===== config.mk =====
export PLATFORM = sky130hd
export DESIGN_NAME = cfgr_router
export DESIGN_NICKNAME = d
export VERILOG_FILES = /design/src/rtl/cfgr_pkg.sv /design/src/rtl/cfgr_in_slot.sv /design/src/rtl/cfgr_route_dec.sv /design/src/rtl/cfgr_out_reg.sv /design/src/rtl/cfgr_ucode_store.sv /design/src/rtl/cfgr_router.sv
export SDC_FILE = /design/constraint.sdc
export NUM_CORES = 1
export LEC_CHECK = 0
export ABC_CLOCK_PERIOD_IN_PS = 5260
export BUFFER_PORTS_ARGS = -buffer_cell sky130_fd_sc_hd__buf_2
export CAP_MARGIN = 10
export CORE_MARGIN = 2
export CORE_UTILIZATION = 45
export CTS_CLUSTER_DIAMETER = 200
export CTS_CLUSTER_SIZE = 25
export DETAILED_ROUTE_END_ITERATION = 10
export PLACE_DENSITY_LB_ADDON = 0.05
export SYNTH_ARGS = -nofsm -noshare
export SYNTH_HDL_FRONTEND = slang
export SYNTH_HIERARCHICAL = 1
export SYNTH_SLANG_ARGS = --single-unit

===== constraint.sdc =====
create_clock -name clk -period 5.26 [get_ports clk]
set_input_delay 0.526 -clock clk [delete_from_list [all_inputs] [get_ports clk]]
set_output_delay 0.526 -clock clk [all_outputs]
set_load 0.005 [all_outputs]

===== src/rtl/cfgr_pkg.sv =====
package cfgr_pkg;
  typedef enum logic [1:0] {
    RT_WAIT  = 2'd0,
    RT_LOCAL = 2'd1,
    RT_EAST  = 2'd2,
    RT_SOUTH = 2'd3
  } route_e;
endpackage


===== src/rtl/cfgr_in_slot.sv =====
module cfgr_in_slot #(
  parameter int W = 30
) (
  input  logic         clk,
  input  logic         rst,
  input  logic         vld_i,
  output logic         rdy_o,
  input  logic [W-1:0] word_i,
  input  logic         take_i,
  output logic         full_o,
  output logic [W-1:0] word_o
);
  logic         full_q;
  logic [W-1:0] word_q;

  assign rdy_o  = !full_q;
  assign full_o = full_q;
  assign word_o = word_q;

  always_ff @(posedge clk) begin
    if (rst) begin
      full_q <= 1'b0;
      word_q <= '0;
    end else if (!full_q && vld_i) begin
      full_q <= 1'b1;
      word_q <= word_i;
    end else if (take_i) begin
      full_q <= 1'b0;
    end
  end

  AST_SLOT_KEEP: assert property (@(posedge clk) disable iff (rst)
    full_q && !take_i |=> full_q && $stable(word_q));
  AST_TAKE_FULL: assert property (@(posedge clk) disable iff (rst)
    take_i |-> full_q);
endmodule


===== src/rtl/cfgr_route_dec.sv =====
module cfgr_route_dec
  import cfgr_pkg::*;
#(
  parameter int COORD_W = 4
) (
  input  logic [COORD_W-1:0] dx_i,
  input  logic [COORD_W-1:0] dy_i,
  input  logic               east_free_i,
  input  logic               south_free_i,
  output route_e             route_o
);
  logic dx_nz, dy_nz;
  assign dx_nz = |dx_i;
  assign dy_nz = |dy_i;

  always_comb begin
    route_o = RT_WAIT;
    if (!dx_nz && !dy_nz)
      route_o = RT_LOCAL;
    else if (dx_nz && east_free_i)
      route_o = RT_EAST;
    else if (dy_nz && south_free_i)
      route_o = RT_SOUTH;
  end
endmodule


===== src/rtl/cfgr_out_reg.sv =====
module cfgr_out_reg #(
  parameter int W = 30
) (
  input  logic         clk,
  input  logic         rst,
  input  logic         load_i,
  input  logic [W-1:0] din_i,
  output logic         free_o,
  output logic         vld_o,
  input  logic         rdy_i,
  output logic [W-1:0] dout_o
);
  logic         vld_q;
  logic [W-1:0] data_q;

  assign free_o = !vld_q || rdy_i;
  assign vld_o  = vld_q;
  assign dout_o = data_q;

  always_ff @(posedge clk) begin
    if (rst) begin
      vld_q  <= 1'b0;
      data_q <= '0;
    end else if (load_i) begin
      vld_q  <= 1'b1;
      data_q <= din_i;
    end else if (rdy_i) begin
      vld_q <= 1'b0;
    end
  end

  AST_OUT_HOLD: assert property (@(posedge clk) disable iff (rst)
    vld_q && !rdy_i |=> vld_q && $stable(data_q));
endmodule


===== src/rtl/cfgr_ucode_store.sv =====
module cfgr_ucode_store #(
  parameter int AW = 5,
  parameter int DW = 16
) (
  input  logic          clk,
  input  logic          we_i,
  input  logic [AW-1:0] waddr_i,
  input  logic [DW-1:0] wdata_i,
  input  logic [AW-1:0] raddr_i,
  output logic [DW-1:0] rdata_o
);
  localparam int DEPTH = 1 << AW;
  logic [DW-1:0] mem [DEPTH];

  always_ff @(posedge clk) begin
    if (we_i) mem[waddr_i] <= wdata_i;
    rdata_o <= mem[raddr_i];
  end
endmodule


===== src/rtl/cfgr_router.sv =====
module cfgr_router
  import cfgr_pkg::*;
#(
  parameter int COORD_W   = 4,
  parameter int UADDR_W   = 5,
  parameter int PAYLOAD_W = 16,
  localparam int WORD_W   = 1 + 2*COORD_W + UADDR_W + PAYLOAD_W
) (
  input  logic                 clk,
  input  logic                 rst,
  input  logic                 west_vld_i,
  output logic                 west_rdy_o,
  input  logic [WORD_W-1:0]    west_word_i,
  input  logic                 north_vld_i,
  output logic                 north_rdy_o,
  input  logic [WORD_W-1:0]    north_word_i,
  output logic                 east_vld_o,
  input  logic                 east_rdy_i,
  output logic [WORD_W-1:0]    east_word_o,
  output logic                 south_vld_o,
  input  logic                 south_rdy_i,
  output logic [WORD_W-1:0]    south_word_o,
  output logic                 op_vld_o,
  input  logic                 op_rdy_i,
  output logic [PAYLOAD_W-1:0] op_data_o,
  input  logic [UADDR_W-1:0]   ucode_raddr_i,
  output logic [PAYLOAD_W-1:0] ucode_rdata_o
);
  localparam int CFG_BIT = WORD_W - 1;
  localparam int DX_LSB  = CFG_BIT - COORD_W;
  localparam int DY_LSB  = DX_LSB - COORD_W;
  localparam int UA_LSB  = PAYLOAD_W;
  localparam int NPORT   = 2;

  logic [NPORT-1:0]  in_vld, in_rdy, full, take, is_cfg;
  logic [WORD_W-1:0] in_word   [NPORT];
  logic [WORD_W-1:0] slot_word [NPORT];
  route_e            rt        [NPORT];
  logic              east_free, south_free, op_free;

  assign in_vld     = {north_vld_i, west_vld_i};
  assign in_word[0] = west_word_i;
  assign in_word[1] = north_word_i;
  assign west_rdy_o  = in_rdy[0];
  assign north_rdy_o = in_rdy[1];

  for (genvar g = 0; g < NPORT; g++) begin : g_port
    cfgr_in_slot #(.W(WORD_W)) u_slot (
      .clk(clk), .rst(rst),
      .vld_i(in_vld[g]), .rdy_o(in_rdy[g]), .word_i(in_word[g]),
      .take_i(take[g]), .full_o(full[g]), .word_o(slot_word[g])
    );
    assign is_cfg[g] = full[g] && slot_word[g][CFG_BIT];
    cfgr_route_dec #(.COORD_W(COORD_W)) u_dec (
      .dx_i(slot_word[g][DX_LSB +: COORD_W]),
      .dy_i(slot_word[g][DY_LSB +: COORD_W]),
      .east_free_i(east_free), .south_free_i(south_free),
      .route_o(rt[g])
    );
  end

  // Arbitration: configuration first (west over north), data only when
  // no configuration word is held anywhere in the element.
  logic        sel, grant_cfg, grant_data, any_cfg;
  route_e      sel_rt;
  logic [WORD_W-1:0] sel_word, east_din, south_din;
  logic        we, east_load, south_load, op_load;

  assign any_cfg = |is_cfg;

  always_comb begin
    sel        = 1'b0;
    grant_cfg  = 1'b0;
    grant_data = 1'b0;
    if (is_cfg[0] && rt[0] != RT_WAIT) begin
      grant_cfg = 1'b1;
    end else if (is_cfg[1] && rt[1] != RT_WAIT) begin
      sel = 1'b1; grant_cfg = 1'b1;
    end else if (!any_cfg && op_free) begin
      if (full[0]) begin
        grant_data = 1'b1;
      end else if (full[1]) begin
        sel = 1'b1; grant_data = 1'b1;
      end
    end
  end

  assign sel_rt   = rt[sel];
  assign sel_word = slot_word[sel];

  assign we         = grant_cfg && sel_rt == RT_LOCAL;
  assign east_load  = grant_cfg && sel_rt == RT_EAST;
  assign south_load = grant_cfg && sel_rt == RT_SOUTH;
  assign op_load    = grant_data;
  assign take[0]    = (grant_cfg || grant_data) && !sel;
  assign take[1]    = (grant_cfg || grant_data) && sel;

  always_comb begin
    east_din  = sel_word;
    south_din = sel_word;
    east_din[DX_LSB +: COORD_W]  = sel_word[DX_LSB +: COORD_W] - COORD_W'(1);
    south_din[DY_LSB +: COORD_W] = sel_word[DY_LSB +: COORD_W] - COORD_W'(1);
  end

  cfgr_out_reg #(.W(WORD_W)) u_east (
    .clk(clk), .rst(rst), .load_i(east_load), .din_i(east_din),
    .free_o(east_free), .vld_o(east_vld_o), .rdy_i(east_rdy_i),
    .dout_o(east_word_o)
  );

  cfgr_out_reg #(.W(WORD_W)) u_south (
    .clk(clk), .rst(rst), .load_i(south_load), .din_i(south_din),
    .free_o(south_free), .vld_o(south_vld_o), .rdy_i(south_rdy_i),
    .dout_o(south_word_o)
  );

  cfgr_out_reg #(.W(PAYLOAD_W)) u_op (
    .clk(clk), .rst(rst), .load_i(op_load), .din_i(sel_word[PAYLOAD_W-1:0]),
    .free_o(op_free), .vld_o(op_vld_o), .rdy_i(op_rdy_i),
    .dout_o(op_data_o)
  );

  cfgr_ucode_store #(.AW(UADDR_W), .DW(PAYLOAD_W)) u_store (
    .clk(clk), .we_i(we),
    .waddr_i(sel_word[UA_LSB +: UADDR_W]),
    .wdata_i(sel_word[PAYLOAD_W-1:0]),
    .raddr_i(ucode_raddr_i), .rdata_o(ucode_rdata_o)
  );

  AST_ONE_SINK: assert property (@(posedge clk) disable iff (rst)
    $countones({we, east_load, south_load, op_load}) <= 1);
  AST_DATA_PRIO: assert property (@(posedge clk) disable iff (rst)
    op_load |-> !(full[0] && slot_word[0][CFG_BIT]) && !(full[1] && slot_word[1][CFG_BIT]));
  AST_DATA_NOT_STORED: assert property (@(posedge clk) disable iff (rst)
    we |-> sel_word[CFG_BIT]);
  AST_EAST_NEEDS_DX: assert property (@(posedge clk) disable iff (rst)
    east_load |-> |sel_word[DX_LSB +: COORD_W]);
  AST_SOUTH_NEEDS_DY: assert property (@(posedge clk) disable iff (rst)
    south_load |-> |sel_word[DY_LSB +: COORD_W]);
endmodule


==> results.md, run 1 <==
* Status: completed
* EDFF count, synth at 512
* Max-cap violation count at 0
* Clock root cell: clkbuf_16
* GRT overflow at 0
* Peak supply drop at 0.263 mV
* Commonest non-fill, non-tap cell in the layout: edfxtp_1
* Initial antenna violation count at 0
* FP Rows at 90
* Number of antenna-violating nets in the routed design at 0
* # hold bufs at CTS at 0
* Core area at 0.0601 sq mm
* Clock Tree Buf Depth at 3
* YS warnings at 6
* Vias/cell at 5.55
* Final Hold Vio Count at 0
* Slew HR at 27.7%
* Max Fanout on Critical Path at 16
* Power per cell area at 318 mW/mm^2
* WL/cell at 25.4 um
* Hold Path Class: input pin to flip-flop
* Gpl congestion at 0.779
* # IOs at 169
* Diode count at 0
* Critical Setup Path Class: flip-flop to flip-flop
* CP endpoint kind: flip-flop
* First-pass GRT wire length at 101000 um
* Fin crit period at 3.58 ns
* Avg Synthesized Cell Area at 15.4 sq um
* # port buffers at 168
* Most frequent cells in the layout: edfxtp_1, mux2i_1, buf_2
* Worst Skew at 0.0248 ns
* H-tree depth at 1
* Async set-reset flop share out of synthesis at 0%
* Largest net degree at the start of global routing at 98
* Setup TNS at 0 ns
* Crit path launch type: flip-flop
* RSZ-0062 raised after global routing: false
* Sequential cell area fraction in the yosys report at 67.8%
* Net count of the mapped netlist at 1844
* Initial Utilization at 45.4%
* Vias in the first global route at 14873
* Routed WL at 68600 um
* DP HPWL at 41300 um
* Clk sinks at 669
* Hold Slack at 0.174 ns
* Max Clk Rate at 279 MHz
* Vias at 15008
* Nets at 1975
* Period utilization at 68.1%
* Worst Path Arrival at 3.89 ns
* Post CTS Setup Buffer Count at 0
* P_leak at 10.9 nW
* # fillers at 5279
* Dpl cell area at 0.0286 sq mm
* Worst-Margin Slew at 1.08 ns
* Design Area, Final at 0.0294 sq mm
* Iter 0 DRT Violations at 1144
* Die Ht at 250 um
* Final setup violation count at 0
* Clock latency on the worst-skew pair at 0.63 ns
* Cell area after synthesis at 0.0273 sq mm
* Die W at 250 um
* Flops & latches, synth at 669
* Slew Viols, Final at 0
* Worst Path Required at 5.57 ns
* Total CTS buffers at 30
* CTS tree: built
* Initial DRT Pass Iterations at 7
* GRT Total Usage at 21.6%
* Share of layout cells above drive strength 1 at 18.6%
* Clock-pin slew on the worst setup and hold paths at 0.11 ns
* Drc violations at 0
* Die area at 0.0627 sq mm
* Post-CTS sizing at 0
* Area Overhead vs Synth at 7.81%
* Ys flop type: edfxtp_1
* Post-Syn Instances at 1770
* Library cells used by synthesis at 52
-- worst paths after layout --
| check | to | cells past startpoint | slack, ns | from |
|---|---|---|---|---|
| setup / recovery | u_store/mem[26][14] | 8 | 1.68 | g_port[1].u_slot/word_o[26] |
| setup reg to reg | u_store/mem[26][14] | 8 | 1.68 | g_port[1].u_slot/word_o[26] |
| hold reg to reg | g_port[1].u_slot/word_o[9] | 2 | 0.48 | g_port[1].u_slot/word_o[9] |
| hold / removal | g_port[0].u_slot/word_o[15] | 3 | 0.17 | west_word_i[15] |
-- cell usage after synthesis (all sizes together) (2+ instances only) --
library cell / instances / area share (%)
o21ai: 61 / 1.9
or3b: 3 / 0.096
dfxtp: 157 / 12
xor2: 4 / 0.18
a22oi: 64 / 1.8
nor4: 4 / 0.20
edfxtp: 512 / 56
o22ai: 2 / 0.046
a31oi: 18 / 0.41
a22o: 32 / 1.0
nand2: 37 / 0.51
o211ai: 2 / 0.16
xnor2: 2 / 0.064
nor2b: 4 / 0.11
nand3: 35 / 0.64
dlymetal6s2s: 4 / 0.18
a21oi: 37 / 0.68
buf: 89 / 3.2
nand4: 17 / 0.39
nor3: 20 / 0.37
nand3b: 6 / 0.16
ha: 2 / 0.092
nor2: 116 / 1.6
nand4bb: 60 / 2.5
mux2i: 336 / 12
o22a: 2 / 0.064
clkbuf: 26 / 0.36
inv: 16 / 0.22
mux2: 25 / 1.1
nor3b: 2 / 0.096
a211oi: 2 / 0.092
nand2b: 65 / 1.5
-- report_power, final --
| group | total, mW | leakage [nW] | switching [mW] | internal (mW) |
|---|---|---|---|---|
| Clock | 2.71 | 0.408 | 1.61 | 1.09 |
| Sequential | 5.82 | 6.28 | 0.0406 | 5.78 |
| Combinational | 0.848 | 4.22 | 0.563 | 0.285 |
| Total | 9.38 | 10.9 | 2.22 | 7.16 |
-- worst max-delay path, cell delays in order (launching register included) --
cell and delay (ns):
dfxtp_1 0.35, nor4_1 0.54, o22ai_1 0.20, o21a_1 0.26, o211ai_4 0.28, mux2_2 0.43
nand3b_1 0.62, nor2_1 0.27, buf_4 0.31
-- cell families (layout without fill, tap and decap cells) --
| group | Yosys count | count (layout) | share of synthesized area (%) |
|---|---|---|---|
| compound gates | 223 | 223 | 6.28 |
| xor+xnor | 6 | 6 | 0.247 |
| fa+ha+maj | 2 | 2 | 0.0916 |
| buf+inv | 135 | 289 | 3.93 |
| flops | 669 | 669 | 67.8 |
| mux | 361 | 361 | 13.4 |
| simple gates | 374 | 374 | 8.29 |
-- sequential cells by signal (all words and copies together) (netlist names) --
name                  cells
u_south/dout_o           30
u_south/vld_o             1
g_port.u_slot/full_o      2
u_east/dout_o            30
g_port.u_slot/word_o     60
u_east/vld_o              1
u_op/vld_o                1
u_store/mem             512
u_store/rdata_o          16
u_op/dout_o              16
-- layer usage --
metal	vias up	share of wire [%]	GRT usage, %	wire length, um
met5	-	0	0	0
met4	0	2.4	5.41	1640
met3	63	4.5	2.50	3090
met2	363	47	34.4	32000
met1	7606	46	31.7	31900
li1	6976	-	-	-
-- cell type report --
class / instances / area [sq um] / share of cell area, %
Sequential cell: 669 / 18500 / 62.9
Inverter: 16 / 60.1 / 0.204
Multi-Input combinational cell: 966 / 7760 / 26.4
Clock inverter: 2 / 25.0 / 0.0850
Clock buffer: 53 / 837 / 2.84
Tap cell: 782 / 978 / 3.32
Timing Repair Buffer: 218 / 1270 / 4.30
-- metrics by stage --
step / total power, mW / instances / setup slack [ns] / utilization (%)
finish: 9.38 / 2706 / 1.68 / 49.0
global placement: 6.80 / 2651 / 1.65 / 47.5
detailed placement: 6.80 / 2651 / 1.61 / 47.5
floorplan: 6.50 / 1770 / 1.47 / -
global route: 9.71 / 2706 / 1.45 / 49.0
CTS: 9.47 / 2706 / 1.61 / 49.0
Note: power is estimated with default switching activity, not from simulation.
==> run 2, diff against run 1 <==
--- a/config.mk
+++ b/config.mk
@@ -5,7 +5,8 @@
 export SDC_FILE = /design/constraint.sdc
 export NUM_CORES = 1
 export LEC_CHECK = 0
-export ABC_CLOCK_PERIOD_IN_PS = 5260
+export ABC_AREA = 1
+export ABC_CLOCK_PERIOD_IN_PS = 3700
 export BUFFER_PORTS_ARGS = -buffer_cell sky130_fd_sc_hd__buf_2
 export CAP_MARGIN = 10
 export CORE_MARGIN = 2
==> constraint.sdc (replaced) <==
create_clock -name clk -period 3.7 [get_ports clk]
set_input_delay 0.37 -clock clk [delete_from_list [all_inputs] [get_ports clk]]
set_output_delay 0.37 -clock clk [all_outputs]
set_load 0.005 [all_outputs]
==> results.md, run 2 <==
* Post-Place Setup Slack at 0.516 ns (-1.10 ns)
* Most frequent cells in the layout: nand2_1, edfxtp_1, nand3_1
* Clk sinks at 669 (unchanged)
* Top cell by count, worst path: nand2_1
* Iter 0 DRT Violations at 1801 (+57%)
* Commonest cells in the netlist: nand2_1, edfxtp_1, nand3_1, nor2_1, dfxtp_1
* Cell area after synthesis at 0.0275 sq mm (+0.70%)
* Largest area contributor in the netlist: edfxtp_1
* Worst setup margin at 0.612 ns (-1.07 ns)
* Flops & latches, synth at 669 (unchanged)
* Max Clk Rate at 324 MHz (+16%)
* Sequential cell area fraction in the yosys report at 67.3% (-0.47 points)
* Worst hold stages at 5 (+2)
* Nets at 2908 (+47%)
* Number of antenna-violating nets in the routed design at 0 (unchanged)
* WL/cell at 20.9 um (-18%)
* EDFF count, synth at 512 (unchanged)
* Ys flop type: edfxtp_1
* Total CTS buffers at 30 (unchanged)
* Clock latency on the worst-skew pair at 0.62 ns (about the same)
* # hold bufs at CTS at 0 (unchanged)
* Critical Setup Path Class: flip-flop to flip-flop
* Peak supply drop at 0.360 mV (+37%)
* Max-cap violation count at 0 (unchanged)
* Slowest-stage cell, CP: o21bai_2
* # fillers at 5616 (+6.4%)
* Setup TNS at 0 ns (unchanged)
* Slowest Stage Delay on Critical Path at 0.39 ns (-0.23 ns)
* Hold_sp: north_word_i[29]
* Clock-pin slew on the worst setup and hold paths at 0.10 ns (about the same)
* Most flops, register: u_store/mem
* Post-Syn Instances at 2721 (+54%)
* CP bufs+invs at 3 (+2)
* Avg Synthesized Cell Area at 10.1 sq um (-34%)
* Area Overhead vs Synth at 8.56%
* R2R Setup Slk at 0.61 ns (-1.07 ns)
* Die W at 251 um (+0.35%)
* # port buffers at 168 (unchanged)
* Crit-path cells: nor2_1 -> a21oi_2 -> inv_1 -> nand2_1 -> o21bai_2 -> nand2_4 -> inv_1 -> nand2_1 -> nand2_1 -> nand3_1 -> nor2_1 -> buf_4
* Vias/cell at 5.25 (-5.3%)
* # IOs at 169 (unchanged)
* P_leak at 12.3 nW (+13%)
* Vias in the first global route at 17707 (+19%)
* Vias at 19125 (+27%)
* RSZ-0062 raised after global routing: false
* Clock root cell: clkbuf_16
* CP endpoint kind: flip-flop
* H-tree depth at 1 (unchanged)
* Initial antenna violation count at 1 (+1)
* Cells on worst reg2reg path at 12 (+4)
* Async set-reset flop share out of synthesis at 0% (unchanged)
* GRT overflow at 0 (unchanged)
* Power per cell area at 473 mW/mm^2 (+49%)
* Net count of the mapped netlist at 2795 (+52%)
* Max reg flops at 512 (unchanged)
* Worst Path Arrival at 3.41 ns (-0.48 ns)
* CTS tree: built
* Reg2reg start: g_port[0].u_slot/word_o[21]
* Worst R2R End: u_store/mem[25][3]
* Slew Viols, Final at 0 (unchanged)
* Drc violations at 0 (unchanged)
* Slew HR at 24.5% (-3.2 points)
* Hold EP: g_port[1].u_slot/word_o[29]
* Die Ht at 251 um (+0.35%)
* Final Hold Vio Count at 0 (unchanged)
* DP HPWL at 46200 um (+12%)
* Final setup violation count at 0 (unchanged)
* Routed WL at 76000 um (+11%)
* GRT Total Usage at 23.8% (+2.2 points)
* Initial Utilization at 45.6% (+0.15 points)
* Status: completed
* Library cells used by synthesis at 33 (-37%)
* Commonest non-fill, non-tap cell in the layout: nand2_1
* FP Rows at 90 (unchanged)
* Total power at 14.1 mW (+51%)
* Worst Path Required at 4.02 ns (-1.55 ns)
* Post-CTS sizing at 0 (unchanged)
* Fin crit period at 3.09 ns (-0.493 ns)
* Post-synth top area share at 55.9% (-0.39 points)
* Die area at 0.0631 sq mm (+0.69%)
* Period utilization at 83.5% (+15 points)
* Hold Path Class: input pin to flip-flop
* Worst Skew at 0.0192 ns (-0.00562 ns)
* Core area at 0.0604 sq mm (+0.37%)
* Count leader, synth: nand2_1
* Ranking of synthesized cells by area: edfxtp_1, nand2_1, dfxtp_1
* YS warnings at 6 (unchanged)
* Worst setup path startpoint: g_port[0].u_slot/word_o[21]
* Worst-Margin Slew at 1.13 ns (+0.0468 ns)
* Clock Tree Buf Depth at 3 (unchanged)
* Largest net degree at the start of global routing at 129 (+32%)
* Post CTS Setup Buffer Count at 0 (unchanged)
* Crit path launch type: flip-flop
* Max Fanout on Critical Path at 18 (+2)
* Share of layout cells above drive strength 1 at 10.4% (-8.2 points)
* Gpl congestion at 0.860 (+10%)
* Delay-heaviest family, CP: simple AND/OR/NAND/NOR gates
* Initial DRT Pass Iterations at 5 (-2)
* First-pass GRT wire length at 113000 um (+12%)
run 2: cell types whose count changed after synthesis, sizes merged, moves of 60 or more:
cell / delta
nor2: +202
nand4bb: -60
a22oi: -64
mux2i: -336
nand2: +855
inv: +103
nand2b: -65
nand3: +427
run 2: power by group:
part           switching (mW)  internal, mW
logic                    1.31         0.480
registers              0.0826          8.37
clock network            2.28          1.60
run 2: metrics by stage:
step	instances	instance area (sq um)	utilization, %	hold WS (ns)
after floorplan	2721	27500	-	0.432
after global placement	3583	29000	48.0	0.464
after detailed placement	3583	29000	48.0	0.470
after CTS	3639	29800	49.4	0.0248
after global routing	3640	29900	49.5	0.0620
final	3641	29900	49.5	0.0604
run 2: worst max-delay path by stage:
stage | to | slack [ns] | cells after the start
4_1_cts | u_store/mem[25][10] | 0.63 | 12
3_5_place_dp | u_store/mem[25][10] | 0.52 | 17
2_1_floorplan | u_store/mem[31][0] | 0.67 | 17
3_3_place_gp | u_store/mem[25][8] | 0.58 | 16
6_report | u_store/mem[25][3] | 0.61 | 12
5_1_grt | u_store/mem[25][3] | 0.33 | 13
run 2: logic make-up (layout without fill, tap and decap cells):
group	count (synthesis)	count (layout)	synth area share, %
other cells	0	1	0
flops	669	669	67.3
xor+xnor	2	2	0.0637
compound gates	90	90	1.78
buf+inv	278	415	5.55
fa+ha+maj	2	2	0.0910
simple gates	1680	1680	25.2
run 2: layout make-up:
cell class / instances / area (sq um) / area share (%)
Timing Repair Buffer: 239 / 1560 / 5.23
Inverter: 120 / 458 / 1.53
Multi-Input combinational cell: 1774 / 7470 / 25.0
Sequential cell: 669 / 18500 / 62.0
Clock inverter: 1 / 8.76 / 0.0293
Tap cell: 782 / 978 / 3.28
Antenna cell: 1 / 2.50 / 0.00838
Clock buffer: 55 / 866 / 2.90
run 2: metal layers:
metal / global-route usage [%] / routed length [um]
met1: 36.7 / 36200
met3: 2.15 / 4290
met4: 4.17 / 1130
met2: 37.1 / 34400
met5: 0 / 0
run 2: worst min-delay path, stage by stage:
cell and delay (ns):
buf_2 0.08, inv_1 0.03, nand3_1 0.05, nand2_1 0.05
nor2_1 0.07
